==> src/rtl/wtf_pkg.sv <==
package wtf_pkg;
  typedef enum logic {
    SRC_MASK   = 1'b0,
    SRC_PARITY = 1'b1
  } cap_src_e;
endpackage

==> src/rtl/wtf_rst_sync.sv <==
module wtf_rst_sync (
  input  logic clk,
  input  logic rst_n,
  output logic rst_sync_n
);
  logic [1:0] stage_q;

  always_ff @(posedge clk or negedge rst_n) begin
    if (!rst_n) stage_q <= 2'b00;
    else        stage_q <= {stage_q[0], 1'b1};
  end

  assign rst_sync_n = stage_q[1];
endmodule

==> src/rtl/wtf_wr_assemble.sv <==
module wtf_wr_assemble #(
  parameter int DQ_W  = 8,
  parameter int BEATS = 16,
  localparam int BEAT_W  = DQ_W + 1,
  localparam int BURST_W = BEATS * BEAT_W
) (
  input  logic               clk,
  input  logic               rst_n,
  input  logic               flush_i,
  input  logic               beat_en_i,
  input  logic [DQ_W-1:0]    dq_i,
  input  logic               side_i,
  output logic               commit_o,
  output logic [BURST_W-1:0] word_o
);
  localparam int BC_W = (BEATS > 1) ? $clog2(BEATS) : 1;

  logic [BC_W-1:0]    bcnt_q, bcnt_d;
  logic [BURST_W-1:0] asm_q, asm_d;
  logic               asm_en;

  always_comb begin
    asm_d    = asm_q;
    bcnt_d   = bcnt_q;
    commit_o = 1'b0;
    if (flush_i) begin
      bcnt_d = '0;
    end else if (beat_en_i) begin
      asm_d[int'(bcnt_q)*BEAT_W +: BEAT_W] = {side_i, dq_i};
      if (bcnt_q == BC_W'(BEATS - 1)) begin
        bcnt_d   = '0;
        commit_o = 1'b1;
      end else begin
        bcnt_d = bcnt_q + 1'b1;
      end
    end
  end

  assign word_o = asm_d;
  assign asm_en = beat_en_i && !flush_i;

  always_ff @(posedge clk or negedge rst_n) begin
    if (!rst_n) bcnt_q <= '0;
    else        bcnt_q <= bcnt_d;
  end

  always_ff @(posedge clk) begin
    if (asm_en) asm_q <= asm_d;
  end
endmodule

==> src/rtl/wtf_ptr_ctrl.sv <==
module wtf_ptr_ctrl #(
  parameter int DEPTH = 8,
  localparam int PTR_W = (DEPTH > 1) ? $clog2(DEPTH) : 1,
  localparam int CNT_W = $clog2(DEPTH + 1)
) (
  input  logic             clk,
  input  logic             rst_n,
  input  logic             flush_i,
  input  logic             push_i,
  input  logic             pop_req_i,
  output logic [PTR_W-1:0] rd_ptr_o,
  output logic [PTR_W-1:0] wr_ptr_o,
  output logic             pop_o,
  output logic             ovf_o,
  output logic             udf_o
);
  logic [PTR_W-1:0] rd_q, rd_d, wr_q, wr_d;
  logic [CNT_W-1:0] cnt_q, cnt_d;
  logic             ovf_q, ovf_d, udf_q, udf_d;
  logic             pop, under, drop;

  function automatic logic [PTR_W-1:0] ptr_next(input logic [PTR_W-1:0] p);
    return (p == PTR_W'(DEPTH - 1)) ? '0 : p + 1'b1;
  endfunction

  always_comb begin
    rd_d  = rd_q;
    wr_d  = wr_q;
    cnt_d = cnt_q;
    ovf_d = ovf_q;
    udf_d = udf_q;
    pop   = pop_req_i && (cnt_q != '0);
    under = pop_req_i && (cnt_q == '0);
    drop  = push_i && (cnt_q == CNT_W'(DEPTH)) && !pop;
    if (flush_i) begin
      rd_d  = '0;
      wr_d  = '0;
      cnt_d = '0;
      ovf_d = 1'b0;
      udf_d = 1'b0;
    end else begin
      if (push_i)       wr_d = ptr_next(wr_q);
      if (pop || drop)  rd_d = ptr_next(rd_q);
      if (push_i && !pop && !drop) cnt_d = cnt_q + 1'b1;
      else if (pop && !push_i)     cnt_d = cnt_q - 1'b1;
      if (drop)  ovf_d = 1'b1;
      if (under) udf_d = 1'b1;
    end
  end

  always_ff @(posedge clk or negedge rst_n) begin
    if (!rst_n) begin
      rd_q  <= '0;
      wr_q  <= '0;
      cnt_q <= '0;
      ovf_q <= 1'b0;
      udf_q <= 1'b0;
    end else begin
      rd_q  <= rd_d;
      wr_q  <= wr_d;
      cnt_q <= cnt_d;
      ovf_q <= ovf_d;
      udf_q <= udf_d;
    end
  end

  assign rd_ptr_o = rd_q;
  assign wr_ptr_o = wr_q;
  assign pop_o    = pop && !flush_i;
  assign ovf_o    = ovf_q;
  assign udf_o    = udf_q;
endmodule

==> src/rtl/wtf_rd_serial.sv <==
module wtf_rd_serial #(
  parameter int DQ_W  = 8,
  parameter int BEATS = 16,
  localparam int BEAT_W  = DQ_W + 1,
  localparam int BURST_W = BEATS * BEAT_W
) (
  input  logic               clk,
  input  logic               rst_n,
  input  logic               flush_i,
  input  logic               load_i,
  input  logic [BURST_W-1:0] word_i,
  output logic               busy_o,
  output logic [DQ_W-1:0]    dq_o,
  output logic               side_o
);
  localparam int RC_W = $clog2(BEATS + 1);

  logic [BURST_W-1:0] sh_q, sh_d;
  logic [RC_W-1:0]    left_q, left_d;

  always_comb begin
    sh_d   = sh_q;
    left_d = left_q;
    if (flush_i) begin
      sh_d   = '0;
      left_d = '0;
    end else if (load_i) begin
      sh_d   = word_i;
      left_d = RC_W'(BEATS);
    end else if (left_q != '0) begin
      sh_d   = sh_q >> BEAT_W;
      left_d = left_q - 1'b1;
    end
  end

  always_ff @(posedge clk or negedge rst_n) begin
    if (!rst_n) begin
      sh_q   <= '0;
      left_q <= '0;
    end else begin
      sh_q   <= sh_d;
      left_q <= left_d;
    end
  end

  assign busy_o = (left_q != '0);
  assign dq_o   = sh_q[DQ_W-1:0];
  assign side_o = sh_q[DQ_W];
endmodule

==> src/rtl/wtf_train_fifo.sv <==
module wtf_train_fifo
  import wtf_pkg::*;
#(
  parameter int DQ_W  = 8,
  parameter int BEATS = 16,
  parameter int DEPTH = 8
) (
  input  logic            clk,
  input  logic            rst_n,
  input  logic            par_mode_i,
  input  logic            wr_beat_i,
  input  logic [DQ_W-1:0] wr_dq_i,
  input  logic            wr_mask_i,
  input  logic            wr_par_i,
  input  logic            rd_cmd_i,
  output logic            rd_valid_o,
  output logic [DQ_W-1:0] rd_dq_o,
  output logic            rd_mask_o,
  output logic            ovf_o,
  output logic            udf_o
);
  localparam int BEAT_W  = DQ_W + 1;
  localparam int BURST_W = BEATS * BEAT_W;
  localparam int PTR_W   = (DEPTH > 1) ? $clog2(DEPTH) : 1;

  logic               rst_int_n;
  cap_src_e           mode_q, mode_d;
  logic               flush;
  logic               side_bit;
  logic               beat_en;
  logic               commit;
  logic [BURST_W-1:0] commit_word;
  logic               busy;
  logic               pop_req;
  logic               pop;
  logic [PTR_W-1:0]   rd_ptr, wr_ptr;
  logic [BURST_W-1:0] load_word;
  logic [BURST_W-1:0] mem_q [DEPTH];

  wtf_rst_sync i_rst_sync (
    .clk        (clk),
    .rst_n      (rst_n),
    .rst_sync_n (rst_int_n)
  );

  // Capture source and flush on any source change.
  assign mode_d   = cap_src_e'(par_mode_i);
  assign flush    = (mode_d != mode_q);
  assign side_bit = (mode_q == SRC_PARITY) ? wr_par_i : wr_mask_i;
  assign beat_en  = wr_beat_i && !flush;
  assign pop_req  = rd_cmd_i && !busy && !flush;

  always_ff @(posedge clk or negedge rst_int_n) begin
    if (!rst_int_n) mode_q <= SRC_MASK;
    else            mode_q <= mode_d;
  end

  wtf_wr_assemble #(.DQ_W(DQ_W), .BEATS(BEATS)) i_wr_assemble (
    .clk       (clk),
    .rst_n     (rst_int_n),
    .flush_i   (flush),
    .beat_en_i (beat_en),
    .dq_i      (wr_dq_i),
    .side_i    (side_bit),
    .commit_o  (commit),
    .word_o    (commit_word)
  );

  wtf_ptr_ctrl #(.DEPTH(DEPTH)) i_ptr_ctrl (
    .clk       (clk),
    .rst_n     (rst_int_n),
    .flush_i   (flush),
    .push_i    (commit),
    .pop_req_i (pop_req),
    .rd_ptr_o  (rd_ptr),
    .wr_ptr_o  (wr_ptr),
    .pop_o     (pop),
    .ovf_o     (ovf_o),
    .udf_o     (udf_o)
  );

  // Burst storage: one word per complete burst.
  always_ff @(posedge clk) begin
    if (commit) mem_q[wr_ptr] <= commit_word;
  end

  assign load_word = pop ? mem_q[rd_ptr] : '0;

  wtf_rd_serial #(.DQ_W(DQ_W), .BEATS(BEATS)) i_rd_serial (
    .clk     (clk),
    .rst_n   (rst_int_n),
    .flush_i (flush),
    .load_i  (pop_req),
    .word_i  (load_word),
    .busy_o  (busy),
    .dq_o    (rd_dq_o),
    .side_o  (rd_mask_o)
  );

  assign rd_valid_o = busy;
endmodule

==> config.mk <==
export PLATFORM = sky130hd
export DESIGN_NAME = wtf_train_fifo
export DESIGN_NICKNAME = d
export VERILOG_FILES = /design/src/rtl/wtf_pkg.sv /design/src/rtl/wtf_rst_sync.sv /design/src/rtl/wtf_wr_assemble.sv /design/src/rtl/wtf_ptr_ctrl.sv /design/src/rtl/wtf_rd_serial.sv /design/src/rtl/wtf_train_fifo.sv
export SDC_FILE = /design/constraint.sdc
export NUM_CORES = 1
export LEC_CHECK = 0
export ABC_AREA = 1
export BUFFER_PORTS_ARGS = -buffer_cell sky130_fd_sc_hd__buf_2
export CORE_ASPECT_RATIO = 1.5
export CORE_UTILIZATION = 25
export CTS_CLUSTER_SIZE = 16
export DETAILED_ROUTE_END_ITERATION = 10
export GPL_TIMING_DRIVEN = 1
export HOLD_SLACK_MARGIN = 0.06
export PLACE_DENSITY = 0.43
export SYNTH_ARGS = -nofsm -noshare
export SYNTH_HDL_FRONTEND = slang
export SYNTH_HIERARCHICAL = 1
export SYNTH_SLANG_ARGS = --single-unit
==> constraint.sdc <==
create_clock -name clk -period 5.9 [get_ports clk]
set_clock_uncertainty 0.2 [all_clocks]
set_input_delay 1.475 -clock clk [delete_from_list [all_inputs] [get_ports clk]]
set_output_delay 1.475 -clock clk [all_outputs]
set_load 0.01 [all_outputs]
Word-level counts from Yosys, hierarchy flattened
Memory sizes are Yosys's and may differ from the RTL's.
Cells that the tools add are included.
- memory bits (writable): 1152
- bits of input ports: 15
- flip-flop bits (word level): 312
- word-level logic and storage cells: 87
- output and inout port bits: 12
- memories: 1
- memory list (name ; words ; bits a word ; read ports ; clocked after Yosys merged registers in ; write ports ; RTL line ; RTL):
    mem_q ; 8 ; 144 ; 1 ; 0 ; 1 ; wtf_train_fifo.sv:38 ; logic [BURST_W-1:0] mem_q [DEPTH];
- $mul: 1
- add/sub/neg operators: 7
- shift-type cells: 2
- multiplexer cells: 32
- equality and inequality tests: 5
- reductions and logical operators: 28
- operator list (kind ; number):
    144-bit 2-to-1 mux ; 6
    144-bit bitwise mux ; 1
    9-bit by 33-bit variable shift with 144-bit output, first input constant ; 1
    9-bit by 33-bit variable part select with 144-bit output ; 1
    32-bit negation with 33-bit output ; 1
    4-bit 2-to-1 mux ; 6
    3-bit 2-to-1 mux ; 6
    5-bit 2-to-1 mux ; 3
    1-bit logical AND ; 12
    1-bit 2-to-1 mux ; 10
    2-bit nonzero test ; 5
    4-bit by 1-bit adder with 4-bit output, second input constant ; 2
    4-bit == test, second input constant ; 2
    4-bit by 4-bit multiplier with 8-bit output, second input constant ; 1
    3-bit by 1-bit adder with 3-bit output, second input constant ; 2
    3-bit == test, second input constant ; 2
    3-bit nonzero test ; 2
    1-bit zero test ; 5
    5-bit nonzero test ; 1
    5-bit by 1-bit subtractor with 5-bit output, second input constant ; 1
    4-bit zero test ; 1
    4-bit nonzero test ; 1
    4-bit by 1-bit subtractor with 4-bit output, second input constant ; 1
    1-bit logical OR ; 1
    1-bit != test ; 1

Depth between registers and ports, before layout
- word-level depth: 11
- depth in mapped cells: 15
- depth with buffers taken out: 15

Cells and area by module
The synthesis kept the hierarchy.
- by module, submodules not included (module ; seq. area each (sq um) ; instances ; cells an instance ; area an instance (sq um)):
    wtf_train_fifo ; 34618.2 ; 1 ; 5015 ; 50392.1
    wtf_rd_serial ; 3728.6 ; 1 ; 1101 ; 7663.6
    wtf_wr_assemble ; 4424.2 ; 1 ; 724 ; 7190.6
    wtf_ptr_ctrl ; 300.3 ; 1 ; 93 ; 788.3
    wtf_rst_sync ; 50.0 ; 1 ; 3 ; 53.8

Worst setup path before layout
Ideal clock, no wire load.
- path type: input -> register
- from: input port par_mode_i
- to: memory mem_q[1][0] in the netlist's numbering (enable)
- buffers on the path: 0
- arrival: 8.987 ns
- setup time: 0.651 ns
- stages on the path: 6
- path slack: -3.938 ns
- required time: 5.049 ns
- cells stage by stage: xor2_1 > nor2_1 > nand2_1 > nor2_1 > nand2_1 > nor2_1
- longest elaborated chain between the ends: 7
- RTL lines (item ; RTL line ; RTL):
    start, declared ; wtf_train_fifo.sv:10 ; input logic par_mode_i,
    1-bit != test ; wtf_train_fifo.sv:48 ; assign flush = (mode_d != mode_q);
    1-bit zero test ; wtf_train_fifo.sv:50 ; assign beat_en = wr_beat_i && !flush;
    1-bit logical AND ; wtf_train_fifo.sv:50 ;
    via beat_en ; wtf_train_fifo.sv:30 ; logic beat_en;
    1-bit 2-to-1 mux ; wtf_wr_assemble.sv:28 ; end else if (beat_en_i) begin
    1-bit 2-to-1 mux ; wtf_wr_assemble.sv:26 ; if (flush_i) begin
    via commit ; wtf_train_fifo.sv:31 ; logic commit;
    1-bit 2-to-1 mux ; wtf_train_fifo.sv:84 ; if (commit) mem_q[wr_ptr] <= commit_word;
    1-bit 2-to-1 mux (implied by the code) ; wtf_train_fifo.sv:84 ;
    end, declared ; wtf_train_fifo.sv:38 ;
The timed path passes the listed nets, and every way through them passes these cells.

Worst setup path after layout
- from: register i_wr_assemble.bcnt_q[0]
- to: memory mem_q[4][124] in the netlist's numbering, data pin
- longest elaborated chain between the ends: 6
- elaborated cells on any way between the ends: 7
- those cells by class: add/sub (1); mul (1); shift (2); mux (3)
- RTL lines (item ; RTL line ; RTL):
    start, declared ; wtf_wr_assemble.sv:18 ; logic [BC_W-1:0] bcnt_q, bcnt_d;
    start signal, assigned ; wtf_wr_assemble.sv:44 ; else bcnt_q <= bcnt_d;
    4-bit by 4-bit multiplier with 8-bit output * ; wtf_wr_assemble.sv:29 ; asm_d[int'(bcnt_q)*BEAT_W +: BEAT_W] = {side_i, dq_i};
    32-bit negation with 33-bit output * ; wtf_wr_assemble.sv:29 ;
    9-bit by 33-bit variable part select with 144-bit output or 9-bit by 33-bit variable shift with 144-bit output (tied branches) ; wtf_wr_assemble.sv:29 ;
    144-bit bitwise mux * ; wtf_wr_assemble.sv:29 ;
    144-bit 2-to-1 mux * ; wtf_wr_assemble.sv:28 ;
    144-bit 2-to-1 mux * ; wtf_wr_assemble.sv:26 ;
    via commit_word[124] ; wtf_train_fifo.sv:32 ; logic [BURST_W-1:0] commit_word;
The timed path passes the listed nets; every way through them passes the cells marked *.

==> results.yml <==
floorplanning:
  core.rowCount: 230
  die_h_um: 632
  die_area_sq_mm: 0.266
  num_io_pins: 27
  initial_utilization_pct: 25.2
  die_w_um: 422
  core_sq_mm: 0.262
final_layout:
  nets: 6899
  syn_to_final_growth_pct: 12.9
  final_cells: 10500
  final_layout_size_suffix_gt1_share_pct: 6.37
  final_util_pct: 28.5
min_path:
  hold_class: "reg2reg"
synth:
  yosysSeqAreaShare_pct: 65.2
  async_reset_ff_share_pct: 11.5
  synthesis.nets: 6964
  synth_top_area_share_pct: 58.9
  synth_area_sq_mm: 0.0661
  ys_ff_latch: 1464
  synth_flop_cell: "edfxtp_1"
  synth_edf_count: 1296
  syn_avg_cell_area_sq_um: 9.53
  syn_inst: 6936
  yosysMostFrequentCell: "nand2_1"
  synth_area_leader_cell: "edfxtp_1"
  ys_warn_count: 6
  synth_cell_type_count: 42
  synth_common_cells: "nand2_1 (2560), edfxtp_1 (1296), inv_1 (1188), nand3_1 (889), nor2_1 (322)"
  yosys-top-cells-area: "edfxtp_1 (59%), nand2_1 (15%), inv_1 (6.7%)"
sta:
  hold_slack_ns: 0.154
  setup_viol: 0
  rsz0062_at_grt: "false"
  fmax_mhz: 229
  finalCritPeriodShare_pct: 73.9
  worst_slack_ns: 1.54
  maxSlewViolCount: 0
  slew_headroom_pct: 11.5
  worst_pin_slew_ns: 1.32
  hold_viol: 0
  fin_setup_tns_ns: 0
  timing.final.crit_period_ns: 4.36
pwr:
  p_comb_share_pct: 5.3
  switchingPower_uw: 5080
  p_int_uw: 16700
  p_sw_share_pct: 23.4
  p_leak_uw: 0.0321
  power_density_mw_per_mm2: 291
  max-vdd-ir-drop_mv: 0.252
  power_frac_clock_pct: 42.5
  pwr-share-seq_pct: 52.2
global_route:
  grt_pass1_wl_um: 314000
  antenna_found_initial: 1
  grt_usage_pct: 16.0
  overflow: 0
  grt_pass1_vias: 45300
  grt_max_degree: 148
critical_path:
  cp-start-kind: "register"
  crit_buf_inv: 2
  crit_family: "simple AND/OR/NAND/NOR gates"
  crit_required_ns: 6.25
  crit_path_end_kind: "register"
  max_stage_delay_ns: 1.15
  worstPathArrival_ns: 4.72
  path_cells: "inv_2 > ha_1 > inv_2 > nor3_2 > nand2_1 > nand2_1"
  slowest_stage: "nor3_2"
  critPathKind: "reg2reg"
  critPathMaxFanout: 23
route:
  vias: 45100
  ant_nets: 0
  drtIter0Drc: 2748
  wl_per_cell_um: 20.6
  dr.pass1.iters: 6
  drc_errors: 0
  drt-total-wl_um: 215000
  via_per_inst: 4.31
place:
  numPortBuffers: 26
  post-place-cells: 10200
  pre_cts_ws_ns: 1.09
  dp_hpwl_um: 124000
  place.gp.congestion: 0.808
clock_tree:
  cts_resized: 0
  cts_setup_buffers: 0
  cts_buffers: 149
  clk_pin_slew_ns: 0.06
  cts_sinks: 1464
  htreeDepth: 4
  clock_path_buffers: 4
  cts.root.buffer_cell: "clkbuf_16"
  cts_tree: "done"
  cts_hold_buffers: 0
  clkLatencyLatePin_ns: 0.80
outcome:
  status: "finished clean"
run:
  max-cap-violations: 0
[power groups by stage]
stage          Sequential [uW]  Clock (uW)  Combinational (uW)
2_1_floorplan            11600           0                 696
3_3_place_gp             11600           0                1160
3_5_place_dp             11600           0                1170
4_1_cts                  11400        9500                1170
5_1_grt                  11400        9800                1230
6_report                 11400        9230                1150
[through the flow]
step	instance area, sq um	power (uW)
6_report	74600	21700
5_1_grt	74600	22400
4_1_cts	74600	22000
3_5_place_dp	70000	12700
3_3_place_gp	70000	12700
2_1_floorplan	66100	12300
[metal layers]
metal | track usage [%] | up-vias | wire, um
li1 | - | 21700 | -
met4 | 8.68 | 0 | 12800
met1 | 18.2 | 22100 | 84700
met5 | 0 | - | 0
met3 | 1.58 | 353 | 7670
met2 | 29.2 | 983 | 110000
[kinds of logic (layout without fill, tap and decap cells)]
family / count (synthesis) / count (layout) / synth area share (%)
other: 1 / 2 / 0.00567
xor gates and xnor gates: 4 / 4 / 0.0530
muxes: 1 / 1 / 0.0170
adders and majority gates: 13 / 13 / 0.257
AOI/OAI and AO/OA: 47 / 47 / 0.475
and+or+nand+nor: 3860 / 3860 / 24.2
DFF: 1464 / 1464 / 65.2
buffers and inverters: 1546 / 1591 / 9.71
[path summary, 6_finish.rpt]
path / startpoint / end / slack (ns) / cells after the start
min in group asynchronous: i_rst_sync/stage_q[1] / i_rd_serial/sh_q[6] / 0.20 / 0
setup reg to reg: i_wr_assemble/bcnt_q[0] / mem_q[4][124] / 1.54 / 6
hold / removal: i_rst_sync/stage_q[0] / i_rst_sync/stage_q[1] / 0.15 / 0
max in group asynchronous: i_rst_sync/stage_q[1] / i_rd_serial/sh_q[30] / 3.96 / 1
setup / recovery: i_wr_assemble/bcnt_q[0] / mem_q[4][124] / 1.54 / 6
hold reg to reg: i_rst_sync/stage_q[0] / i_rst_sync/stage_q[1] / 0.15 / 0
[worst register-to-register path: stages (launching register included)]
cell     delay [ns]
dfrtp_1        0.39
inv_2          0.49
ha_1           0.87
inv_2          0.47
nor3_2         1.16
nand2_1        0.17
nand2_1        0.37
[final cells by class]
type	instances	area, sq um
tap	3480	4350
multi-input combinational	3926	16700
fill	27400	188000
timing repair buffer	127	1290
inverter	1203	4550
sequential	1464	43100
antenna	1	2.50
clock buffer	207	4140
clock inverter	54	424
[sequential cells by signal, indices dropped and copies added (netlist names)]
| signal | count |
|---|---|
| i_rd_serial/sh_q | 144 |
| mem_q | 1152 |
| i_ptr_ctrl/udf_o | 1 |
| i_rst_sync/stage_q | 2 |
| i_wr_assemble/asm_q | 144 |
| i_wr_assemble/bcnt_q | 4 |
| i_ptr_ctrl/rd_ptr_o | 3 |
| i_ptr_ctrl/wr_ptr_o | 3 |
| i_ptr_ctrl/ovf_o | 1 |
| i_rd_serial/left_q | 5 |
| i_ptr_ctrl/cnt_q | 4 |
| mode_q | 1 |
[cell usage in the layout (no fill, tap or decap), types with 2 or more instances in the layout]
cell	Yosys	layout
o21ai_2	15	15
a21oi_1	4	4
nand3_2	3	3
inv_2	11	10
clkbuf_1	55	43
nand2_4	8	8
nor2_4	16	26
bufinv_16	0	6
nand2_1	2560	2560
buf_2	181	26
clkbuf_16	0	153
buf_4	53	69
clkinv_1	2	24
dfrtp_1	168	164
clkinv_2	1	16
xnor2_1	2	2
nand3_1	889	889
nor3_1	17	10
nand4_1	4	4
nor3_2	15	22
o21ai_0	6	6
clkbuf_8	0	11
o22ai_1	2	2
clkinvlp_4	0	5
nand2_2	18	18
buf_12	0	32
ha_1	12	12
edfxtp_1	1296	1296
nor2_1	322	312
o21ai_1	17	17
inv_6	0	6
dfrtp_4	0	4
inv_1	1188	1187
nor2_2	4	4
Power figures use the tool's default switching activity.
